## src/rtl/dma_arb_pkg.sv

```systemverilog
package dma_arb_pkg;
  typedef enum logic [1:0] {
    OWN_NONE = 2'd0,
    OWN_RX   = 2'd1,
    OWN_TX   = 2'd2
  } owner_e;
endpackage

```

## src/rtl/dma_arb_ratio.sv

```systemverilog
module dma_arb_ratio #(
  parameter int RATIO_W = 2
) (
  input  logic               clk_i,
  input  logic               rst_ni,
  input  logic               clr_i,
  input  logic               take_i,
  input  logic [RATIO_W-1:0] ratio_i,
  output logic               pick_tx_o
);
  localparam int CNT_W = RATIO_W + 1;

  logic [CNT_W-1:0] rx_wins_q;
  logic [CNT_W-1:0] rx_quota;

  // receive is allowed ratio+1 wins before transmit gets one
  assign rx_quota  = CNT_W'(ratio_i) + CNT_W'(1);
  assign pick_tx_o = (rx_wins_q >= rx_quota);

  always_ff @(posedge clk_i or negedge rst_ni) begin
    if (!rst_ni)      rx_wins_q <= '0;
    else if (clr_i)   rx_wins_q <= '0;
    else if (take_i)  rx_wins_q <= pick_tx_o ? '0 : rx_wins_q + CNT_W'(1);
  end

  p_cnt_clear_r9: assert property (@(posedge clk_i) disable iff (!rst_ni)
    (clr_i && !take_i) |=> !pick_tx_o);
endmodule

```

## src/rtl/dma_arb_pick.sv

```systemverilog
module dma_arb_pick (
  input  logic fixed_mode_i,
  input  logic tx_first_i,
  input  logic rr_pick_tx_i,
  input  logic rx_req_i,
  input  logic tx_req_i,
  output logic pick_rx_o,
  output logic pick_tx_o
);
  logic both;
  logic tx_wins;

  assign both    = rx_req_i & tx_req_i;
  assign tx_wins = fixed_mode_i ? tx_first_i : rr_pick_tx_i;

  always_comb begin
    pick_rx_o = 1'b0;
    pick_tx_o = 1'b0;
    if (both) begin
      pick_tx_o = tx_wins;
      pick_rx_o = !tx_wins;
    end else begin
      pick_rx_o = rx_req_i;
      pick_tx_o = tx_req_i;
    end
  end

  always_comb begin
    a_pick_onehot_r2: assert (!(pick_rx_o && pick_tx_o));
  end
endmodule

```

## src/rtl/dma_bus_arb.sv

```systemverilog
module dma_bus_arb
  import dma_arb_pkg::*;
#(
  parameter int RATIO_W = 2
) (
  input  logic               clk_i,
  input  logic               rst_ni,
  input  logic               fixed_mode_i,
  input  logic               tx_first_i,
  input  logic [RATIO_W-1:0] ratio_i,
  input  logic               rx_req_i,
  input  logic               tx_req_i,
  input  logic               rx_done_i,
  input  logic               tx_done_i,
  output logic               rx_gnt_o,
  output logic               tx_gnt_o
);
  owner_e owner_q, owner_d;
  logic   idle;
  logic   both_req;
  logic   rr_pick_tx;
  logic   pick_rx, pick_tx;
  logic   rr_take, rr_clr;

  assign idle     = (owner_q == OWN_NONE);
  assign both_req = rx_req_i & tx_req_i;
  assign rr_take  = idle & both_req & !fixed_mode_i;
  assign rr_clr   = !both_req | fixed_mode_i;

  dma_arb_ratio #(.RATIO_W(RATIO_W)) i_ratio (
    .clk_i     (clk_i),
    .rst_ni    (rst_ni),
    .clr_i     (rr_clr),
    .take_i    (rr_take),
    .ratio_i   (ratio_i),
    .pick_tx_o (rr_pick_tx)
  );

  dma_arb_pick i_pick (
    .fixed_mode_i (fixed_mode_i),
    .tx_first_i   (tx_first_i),
    .rr_pick_tx_i (rr_pick_tx),
    .rx_req_i     (rx_req_i),
    .tx_req_i     (tx_req_i),
    .pick_rx_o    (pick_rx),
    .pick_tx_o    (pick_tx)
  );

  always_comb begin
    owner_d = owner_q;
    unique case (owner_q)
      OWN_NONE: if (pick_rx) owner_d = OWN_RX;
                else if (pick_tx) owner_d = OWN_TX;
      OWN_RX:   if (rx_done_i) owner_d = OWN_NONE;
      OWN_TX:   if (tx_done_i) owner_d = OWN_NONE;
      default:  owner_d = OWN_NONE;
    endcase
  end

  always_ff @(posedge clk_i or negedge rst_ni) begin
    if (!rst_ni) owner_q <= OWN_NONE;
    else         owner_q <= owner_d;
  end

  assign rx_gnt_o = (owner_q == OWN_RX);
  assign tx_gnt_o = (owner_q == OWN_TX);

  p_gnt_onehot_r2: assert property (@(posedge clk_i) disable iff (!rst_ni)
    $onehot0({rx_gnt_o, tx_gnt_o}));
  p_rx_hold_r4: assert property (@(posedge clk_i) disable iff (!rst_ni)
    (rx_gnt_o && !rx_done_i) |=> rx_gnt_o);
  p_tx_hold_r4: assert property (@(posedge clk_i) disable iff (!rst_ni)
    (tx_gnt_o && !tx_done_i) |=> tx_gnt_o);
  p_rx_release_r5: assert property (@(posedge clk_i) disable iff (!rst_ni)
    (rx_gnt_o && rx_done_i) |=> !rx_gnt_o && !tx_gnt_o);
  p_tx_release_r5: assert property (@(posedge clk_i) disable iff (!rst_ni)
    (tx_gnt_o && tx_done_i) |=> !rx_gnt_o && !tx_gnt_o);
  p_fixed_rx_r6: assert property (@(posedge clk_i) disable iff (!rst_ni)
    (!rx_gnt_o && !tx_gnt_o && both_req && fixed_mode_i && !tx_first_i) |=> rx_gnt_o);
  p_fixed_tx_r7: assert property (@(posedge clk_i) disable iff (!rst_ni)
    (!rx_gnt_o && !tx_gnt_o && both_req && fixed_mode_i && tx_first_i) |=> tx_gnt_o);
  p_no_req_rx_r11: assert property (@(posedge clk_i) disable iff (!rst_ni)
    (!rx_gnt_o && !tx_gnt_o && !rx_req_i) |=> !rx_gnt_o);
  p_no_req_tx_r11: assert property (@(posedge clk_i) disable iff (!rst_ni)
    (!rx_gnt_o && !tx_gnt_o && !tx_req_i) |=> !tx_gnt_o);
endmodule

```

## config.mk

```make
export PLATFORM = sky130hd
export DESIGN_NAME = dma_bus_arb
export DESIGN_NICKNAME = d
export VERILOG_FILES = /design/src/rtl/dma_arb_pkg.sv /design/src/rtl/dma_arb_ratio.sv /design/src/rtl/dma_arb_pick.sv /design/src/rtl/dma_bus_arb.sv
export SDC_FILE = /design/constraint.sdc
export NUM_CORES = 1
export LEC_CHECK = 0
export BUFFER_PORTS_ARGS = -buffer_cell sky130_fd_sc_hd__buf_2
export CORE_AREA = 2 2 39 41
export CTS_CLUSTER_DIAMETER = 50
export DETAILED_ROUTE_END_ITERATION = 6
export DIE_AREA = 0 0 41 43
export HOLD_SLACK_MARGIN = 0.02
export PLACE_DENSITY_LB_ADDON = 0.25
export RECOVER_POWER = 50
export SLEW_MARGIN = 20
export SYNTH_ARGS = -nofsm -noshare
export SYNTH_HDL_FRONTEND = slang
export SYNTH_SLANG_ARGS = --single-unit
```

## constraint.sdc

```tcl
create_clock -name clk_i -period 1.4 [get_ports clk_i]
set_input_delay 0.28 -clock clk_i [delete_from_list [all_inputs] [get_ports clk_i]]
set_output_delay 0.28 -clock clk_i [all_outputs]
set_load 0.1 [all_outputs]
```

* After elaboration in Yosys (flattened, before gate mapping)
Cells that the tools add are included.
** Operators by class
- $add $sub $neg :: 2
- $lt $le $gt $ge :: 1
- Equal/unequal tests :: 5
- Mux-type cells :: 11
- Bitwise operators :: 4
- Reduce and logical (&&, ||, !) cells :: 6
** Operators with widths (number)
- 2-to-1 mux 3 bit :: 3
- 2-to-1 mux 2 bit :: 4
- case mux 2 bit (3 select lines) :: 1
- inequality test 2 bit, second input constant :: 2
- adder 2 x 1 -> 3 bit, second input constant :: 1
- adder 3 x 1 -> 3 bit, second input constant :: 1
- AND 1 bit :: 3
- greater-or-equal comparator 3 bit :: 1
- logical NOT 1 bit :: 3
- 2-to-1 mux 1 bit :: 3
- inequality test 3 x 1 -> 1 bit, second input constant :: 1
- AND reduction 3 bit :: 1
- == test 2 x 1 -> 1 bit, second input constant :: 1
- == test 2 bit, second input constant :: 1
- logical NOT 2 bit :: 1
- nonzero test 2 bit :: 1
- bitwise OR 1 bit :: 1
** Word-level totals
- Register bits :: 5
- Input bits :: 10
- Output and inout bits :: 2
- Logic and storage cells :: 31

* Depth between registers and ports, before layout
- Word-level depth :: 7
- Gate-level depth with buffers :: 7
- Mapped depth without buffers :: 7

* By module
A second synthesis with hierarchy kept.
** Second synthesis, totals
- Cells, all modules :: 42
- Area total of the unflattened synthesis :: 402.9 µm²
** Modules (own cells, without submodules)
- dma_arb_ratio :: times used 1, cells each 27, area an instance 261.5 µm², seq. area each 75.1 µm²
- dma_bus_arb :: times used 1, cells each 11, area an instance 115.1 µm², seq. area each 50.0 µm²
- dma_arb_pick :: times used 1, cells each 4, area an instance 26.3 µm², seq. area each 0.0 µm²

* Worst setup path before layout
No wires, ideal clock.
- Path type :: reg2out
- From :: register owner_q[1]
- To :: output tx_gnt_o
- Arrival :: 1870 ps
- Required time :: 1120 ps
- Setup slack :: -750 ps
- Cell stages (with the launch flop) :: 3
- Path buffers :: 1
- Cells stage by stage :: dfrtp_1 buf_2 nor2b_1
** On the way
- Cells in the longest elaborated chain, start to end :: 1
** Ends and longest elaborated chain
- start: declaration :: RTL line dma_bus_arb.sv:18 : owner_e owner_q, owner_d;
- start signal: assignment :: RTL line dma_bus_arb.sv:62 : else owner_q <= owner_d;
- == test 2 bit :: RTL line dma_bus_arb.sv:66 : assign tx_gnt_o = (owner_q == OWN_TX);
- end: declaration :: RTL line dma_bus_arb.sv:16 : output logic tx_gnt_o
Every way passes these cells.

* Final worst setup path
- From :: register i_ratio.rx_wins_q[0]
- To :: register owner_q[0]
** On the way
- Cells in the longest elaborated chain, start to end :: 6
- Elaborated cells on any way between the ends :: 9
- Classes of those cells :: order compare: 1; eq/ne: 1; mux: 5; reduce/logical: 2
** Ends and longest elaborated chain
- start: declaration :: RTL line dma_arb_ratio.sv:13 : logic [CNT_W-1:0] rx_wins_q;
- start signal: assignment :: RTL line dma_arb_ratio.sv:23 : else if (take_i) rx_wins_q <= pick_tx_o ? '0 : rx_wins_q + CNT_W'(1);
- greater-or-equal comparator 3 bit (*) :: RTL line dma_arb_ratio.sv:18 : assign pick_tx_o = (rx_wins_q >= rx_quota);
- 2-to-1 mux 1 bit (*) :: RTL line dma_arb_pick.sv:14 : assign tx_wins = fixed_mode_i ? tx_first_i : rr_pick_tx_i;
- logical NOT 1 bit :: RTL line dma_arb_pick.sv:21 : pick_rx_o = !tx_wins;
- 2-to-1 mux 1 bit :: RTL line dma_arb_pick.sv:19 : if (both) begin
- inequality test 3 x 1 -> 1 bit (no line) / 2-to-1 mux 2 bit (equally long branches)
- AND reduction 3 bit (no line) / case mux 2 bit (3 select lines) (equally long branches)
Mark *: on every way between the ends. The rest lies on a longest branch, timed or not.
A chain may end at the register's enable or synchronous reset.

==> impl_results.html <==
<table>
<tr><th>Metric</th><th>Value</th></tr>
<tr><th colspan="2">Route</th></tr>
<tr><td>DRT Pass-1 Iters</td><td>4</td></tr>
<tr><td>Vias post-DR</td><td>443</td></tr>
<tr><td>Routed wire length on met3</td><td>between 30 and 40 um</td></tr>
<tr><td>Routed Antenna Nets</td><td>0</td></tr>
<tr><td>Violation count after the first detailed-route iteration</td><td>8</td></tr>
<tr><td>M1 WL</td><td>between 400 and 500 um</td></tr>
<tr><td>Average detailed-routed wire length per instance</td><td>roughly 12 um</td></tr>
<tr><td>Via/cell ratio</td><td>between 4 and 5</td></tr>
<tr><td>Routed WL</td><td>about 1.1 mm</td></tr>
<tr><td>Highest signal layer in the routed design</td><td>met3</td></tr>
<tr><td>WL met2</td><td>between 600 and 700 um</td></tr>
<tr><td>Post-route DRC violation count</td><td>0</td></tr>
<tr><th colspan="2">CTS</th></tr>
<tr><td>Number of buffers inserted during clock tree synthesis</td><td>3</td></tr>
<tr><td>TritonCTS sink count</td><td>5</td></tr>
<tr><td>Clock tree from TritonCTS</td><td>yes</td></tr>
<tr><td>Clock latency on the worst-skew pair</td><td>roughly 0.24 ns</td></tr>
<tr><td>Worst-path clk slew</td><td>around 0.040 ns</td></tr>
<tr><td>CTS Buffer Depth</td><td>2</td></tr>
<tr><td>H-tree depth reported by CTS</td><td>1</td></tr>
<tr><td>Clk root buf</td><td>sky130_fd_sc_hd__clkbuf_4</td></tr>
<tr><th colspan="2">Floorplan</th></tr>
<tr><td>Overall die height</td><td>43 um</td></tr>
<tr><td>Area of the core</td><td>about 1400 um^2</td></tr>
<tr><td>Top-level I/O count</td><td>12</td></tr>
<tr><td>Effective utilization at floorplan</td><td>0.303</td></tr>
<tr><td>Die W</td><td>between 40 and 50 um</td></tr>
<tr><td>Die footprint</td><td>1760 um^2</td></tr>
<tr><td>Placement Rows</td><td>14</td></tr>
<tr><th colspan="2">GRT</th></tr>
<tr><td>Largest net degree at the start of global routing</td><td>13</td></tr>
<tr><td>Via count of the first global-routing pass</td><td>427</td></tr>
<tr><td>Global-route wire length before repair</td><td>~1.7 mm</td></tr>
<tr><td>Total global-route track usage</td><td>0.149</td></tr>
<tr><td>Initial antenna violation count</td><td>0</td></tr>
<tr><td>Total congestion overflow after global routing</td><td>0</td></tr>
<tr><th colspan="2">STA</th></tr>
<tr><td>Final setup skew</td><td>roughly 0.0021 ns</td></tr>
<tr><td>Total negative slack</td><td>0 ns</td></tr>
<tr><td>Final number of setup-violating endpoints</td><td>0</td></tr>
<tr><td>Final hold violation count</td><td>0</td></tr>
<tr><td>Post-layout min period</td><td>approximately 1.4 ns</td></tr>
<tr><td>Slew of the pin with the lowest slew margin</td><td>~0.34 ns</td></tr>
<tr><td>Post-route setup slack</td><td>approximately 0.036 ns</td></tr>
<tr><td>Headroom to the max-slew limit</td><td>0.769</td></tr>
<tr><td>Upper clock frequency limit</td><td>between 0.7 and 0.8 GHz</td></tr>
<tr><td>RSZ-0062 raised after global routing</td><td>true</td></tr>
<tr><td>Final count of pins violating max slew</td><td>0</td></tr>
<tr><td>Period utilization</td><td>0.974</td></tr>
<tr><th colspan="2">Finish</th></tr>
<tr><td>Number of non-filler instances in the completed layout</td><td>89</td></tr>
<tr><td>Number of inserted diodes</td><td>0</td></tr>
<tr><td>Number of nets in the layout</td><td>roughly 90</td></tr>
<tr><td>Layout overhead on the synthesized area</td><td>68.1%</td></tr>
<tr><td>Share of final-layout standard cells stronger than drive strength 1</td><td>0.479</td></tr>
<tr><td>Cell area after layout</td><td>about 700 um^2</td></tr>
<tr><th colspan="2">Setup path</th></tr>
<tr><td>Kind of start point of the critical path</td><td>register</td></tr>
<tr><td>Critical path data arrival time</td><td>1.47 ns</td></tr>
<tr><td>Critical path launch point</td><td>i_ratio.rx_wins_q[0]$_DFFE_PN0P_</td></tr>
<tr><td>Largest driver fanout on the critical path</td><td>2</td></tr>
<tr><td>Critical path start-end classification</td><td>register to register</td></tr>
<tr><td>Critical path required time</td><td>1.50 ns</td></tr>
<tr><td>Start of the worst register-to-register path</td><td>i_ratio.rx_wins_q[0]$_DFFE_PN0P_</td></tr>
<tr><td>Sort of element at the end of the critical path</td><td>register</td></tr>
<tr><th colspan="2">Synth</th></tr>
<tr><td>Share of the yosys chip area belonging to registers</td><td>0.299</td></tr>
<tr><td>Fraction of synthesis flops using an asynchronous set or reset pin</td><td>1.00</td></tr>
<tr><td>Count of flip-flops with a built-in enable after synthesis</td><td>0</td></tr>
<tr><td>Most instantiated flip-flop cell in the synthesis netlist</td><td>sky130_fd_sc_hd__dfrtp_1</td></tr>
<tr><td>Number of register bits inferred by synthesis</td><td>5</td></tr>
<tr><td>Syn Inst Count</td><td>49</td></tr>
<tr><td>Top-area cell type share of the netlist area</td><td>0.299</td></tr>
<tr><td>Library cells used by synthesis</td><td>21</td></tr>
<tr><td>Post-Synthesis Cell Area</td><td>between 400 and 500 um^2</td></tr>
<tr><td>Syn nets</td><td>64</td></tr>
<tr><td>Yosys warning count</td><td>0</td></tr>
<tr><td>Average instance area after synthesis</td><td>between 8 and 9 um^2</td></tr>
<tr><td>Largest area contributor in the netlist</td><td>sky130_fd_sc_hd__dfrtp_1</td></tr>
<tr><td>Cells taking the most area after synthesis</td><td>sky130_fd_sc_hd__dfrtp_1 30%, sky130_fd_sc_hd__ha_1 15%, sky130_fd_sc_hd__a21oi_1 7.2%, sky130_fd_sc_hd__inv_1 6.3%, sky130_fd_sc_hd__nor3b_1 5.4%</td></tr>
<tr><th colspan="2">Placed design</th></tr>
<tr><td>Post-detailed-placement cell area</td><td>approximately 550 um^2</td></tr>
<tr><td>Total of buffers placed on input and output ports</td><td>11</td></tr>
<tr><td>Worst-case setup slack after placement</td><td>-0.238 ns</td></tr>
<tr><td>Global placement routability congestion</td><td>a little under 0.7</td></tr>
<tr><td>Half-perimeter wire length after placement</td><td>718 um</td></tr>
<tr><td>Inst Count DP</td><td>78</td></tr>
<tr><th colspan="2">Pwr</th></tr>
<tr><td>Power per cell area</td><td>~1500 nW/um^2</td></tr>
<tr><td>Largest voltage drop on the vdd net</td><td>~1100 uV</td></tr>
<tr><td>Leakage component of the power</td><td>between 0.3 and 0.4 nW</td></tr>
<tr><td>Total Power Consumption</td><td>about 1.1 mW</td></tr>
<tr><th colspan="2">Run</th></tr>
<tr><td>Maxcap violations</td><td>0</td></tr>
<tr><th colspan="2">Hold path</th></tr>
<tr><td>Startpoint of the most critical hold path</td><td>rx_req_i</td></tr>
<tr><td>Worst hold path class</td><td>input pin to register</td></tr>
<tr><th colspan="2">Outcome</th></tr>
<tr><td>Result of the run</td><td>finished, final reports clean</td></tr>
</table>
## cell usage after synthesis, types with 2 or more instances
master and number:
sky130_fd_sc_hd__dfrtp_1 5, sky130_fd_sc_hd__nor2b_1 3, sky130_fd_sc_hd__ha_1 5, sky130_fd_sc_hd__nor2_1 2, sky130_fd_sc_hd__buf_2 2, sky130_fd_sc_hd__o21ai_0 3
sky130_fd_sc_hd__nor3b_1 3, sky130_fd_sc_hd__inv_1 7, sky130_fd_sc_hd__a21oi_1 6, sky130_fd_sc_hd__nand3_1 2
## cell type report
type | instances | area, um^2
Fill cell | 132 | 679
Multi-Input combinational cell | 35 | 335
Timing Repair Buffer | 22 | 169
Sequential cell | 5 | 128
Clock buffer | 4 | 26.3
Inverter | 7 | 26.3
Tap cell | 16 | 20.0
## where the power goes
| group | total (mW) | internal, mW | switching [mW] |
|---|---|---|---|
| clock | 0.166 | 0.108 | 0.0584 |
| combinational | 0.656 | 0.288 | 0.368 |
| sequential | 0.242 | 0.181 | 0.0611 |
## layer usage
| layer | vias to the layer above | GRT usage |
|---|---|---|
| met1 | 206 | 0.186 |
| met4 | 0 | 0.0800 |
| met2 | 12 | 0.228 |
| met3 | 0 | 0.0314 |
| met5 | - | 0 |
| li1 | 225 | - |
## stage by stage
step	utilization	hold WS, ns
2_1_floorplan	-	-0.0156
3_3_place_gp	0.397	0.0958
3_5_place_dp	0.397	0.101
4_1_cts	0.467	0.374
5_1_grt	0.509	0.382
6_report	0.509	0.383
## state kept, by name, summed over array words and instances, names as in the netlist
name               cells
i_ratio.rx_wins_q      3
owner_q                2
## critical path, stage by stage, from the launching register on
cell and delay (ns):
sky130_fd_sc_hd__dfrtp_1 0.36, sky130_fd_sc_hd__inv_2 0.06, sky130_fd_sc_hd__ha_4 0.25, sky130_fd_sc_hd__nand2b_4 0.13
sky130_fd_sc_hd__a21oi_4 0.06, sky130_fd_sc_hd__a221oi_4 0.24, sky130_fd_sc_hd__o22ai_1 0.13
## final timing paths
| check | slack, ns | end | cells after the start |
|---|---|---|---|
| max reg2reg | 0.04 | owner_q[0]$_DFFE_PN0P_ | 6 |
| max in group asynchronous | 0.74 | owner_q[0]$_DFFE_PN0P_ | 2 |
| max | 0.04 | owner_q[0]$_DFFE_PN0P_ | 6 |
| min in group asynchronous | 0.42 | i_ratio.rx_wins_q[1]$_DFFE_PN0P_ | 2 |
| min | 0.38 | i_ratio.rx_wins_q[1]$_DFFE_PN0P_ | 3 |
| min reg2reg | 0.61 | i_ratio.rx_wins_q[1]$_DFFE_PN0P_ | 2 |
## cells by family after synthesis
family,count (synthesis),synth area share
AO/OA/AOI/OAI,15,0.239
adder cells (fa/ha/maj),5,0.149
buffers and inverters,9,0.0866
flip-flops,5,0.299
AND/OR/NAND/NOR,15,0.227
## timing repair
item | CTS | global route
setup endpoints to repair | 7 | 4
hold buffers | 1 | 0
buffers inserted | 3 | 3
pin swaps | 3 | 2
gates resized for setup | 6 | 5
endpoints found under the hold margin | 5 | 0
## cell usage in the layout (no fill, tap or decap)
cell,instances
sky130_fd_sc_hd__o21ai_1,1
sky130_fd_sc_hd__dfrtp_1,3
sky130_fd_sc_hd__clkbuf_4,3
sky130_fd_sc_hd__buf_2,8
sky130_fd_sc_hd__nand2b_4,1
sky130_fd_sc_hd__clkbuf_1,2
sky130_fd_sc_hd__nor2b_4,1
sky130_fd_sc_hd__o22ai_1,1
sky130_fd_sc_hd__buf_12,2
sky130_fd_sc_hd__inv_2,1
sky130_fd_sc_hd__nor2b_2,1
sky130_fd_sc_hd__dlygate4sd3_1,1
sky130_fd_sc_hd__ha_1,2
sky130_fd_sc_hd__nor3_1,1
sky130_fd_sc_hd__nand3_1,2
sky130_fd_sc_hd__a221oi_4,1
sky130_fd_sc_hd__nor4b_1,1
sky130_fd_sc_hd__dfrtp_2,2
sky130_fd_sc_hd__buf_4,10
sky130_fd_sc_hd__a21o_1,1
sky130_fd_sc_hd__a21oi_1,5
sky130_fd_sc_hd__nor3b_1,3
sky130_fd_sc_hd__nand3b_1,1
sky130_fd_sc_hd__inv_1,6
sky130_fd_sc_hd__nor2b_1,1
sky130_fd_sc_hd__o21ai_0,3
sky130_fd_sc_hd__a21oi_4,1
sky130_fd_sc_hd__or3b_1,1
sky130_fd_sc_hd__a31oi_2,1
sky130_fd_sc_hd__nor2_1,2
sky130_fd_sc_hd__ha_4,3
sky130_fd_sc_hd__o2bb2ai_1,1
Power figures use the tool's default switching activity.
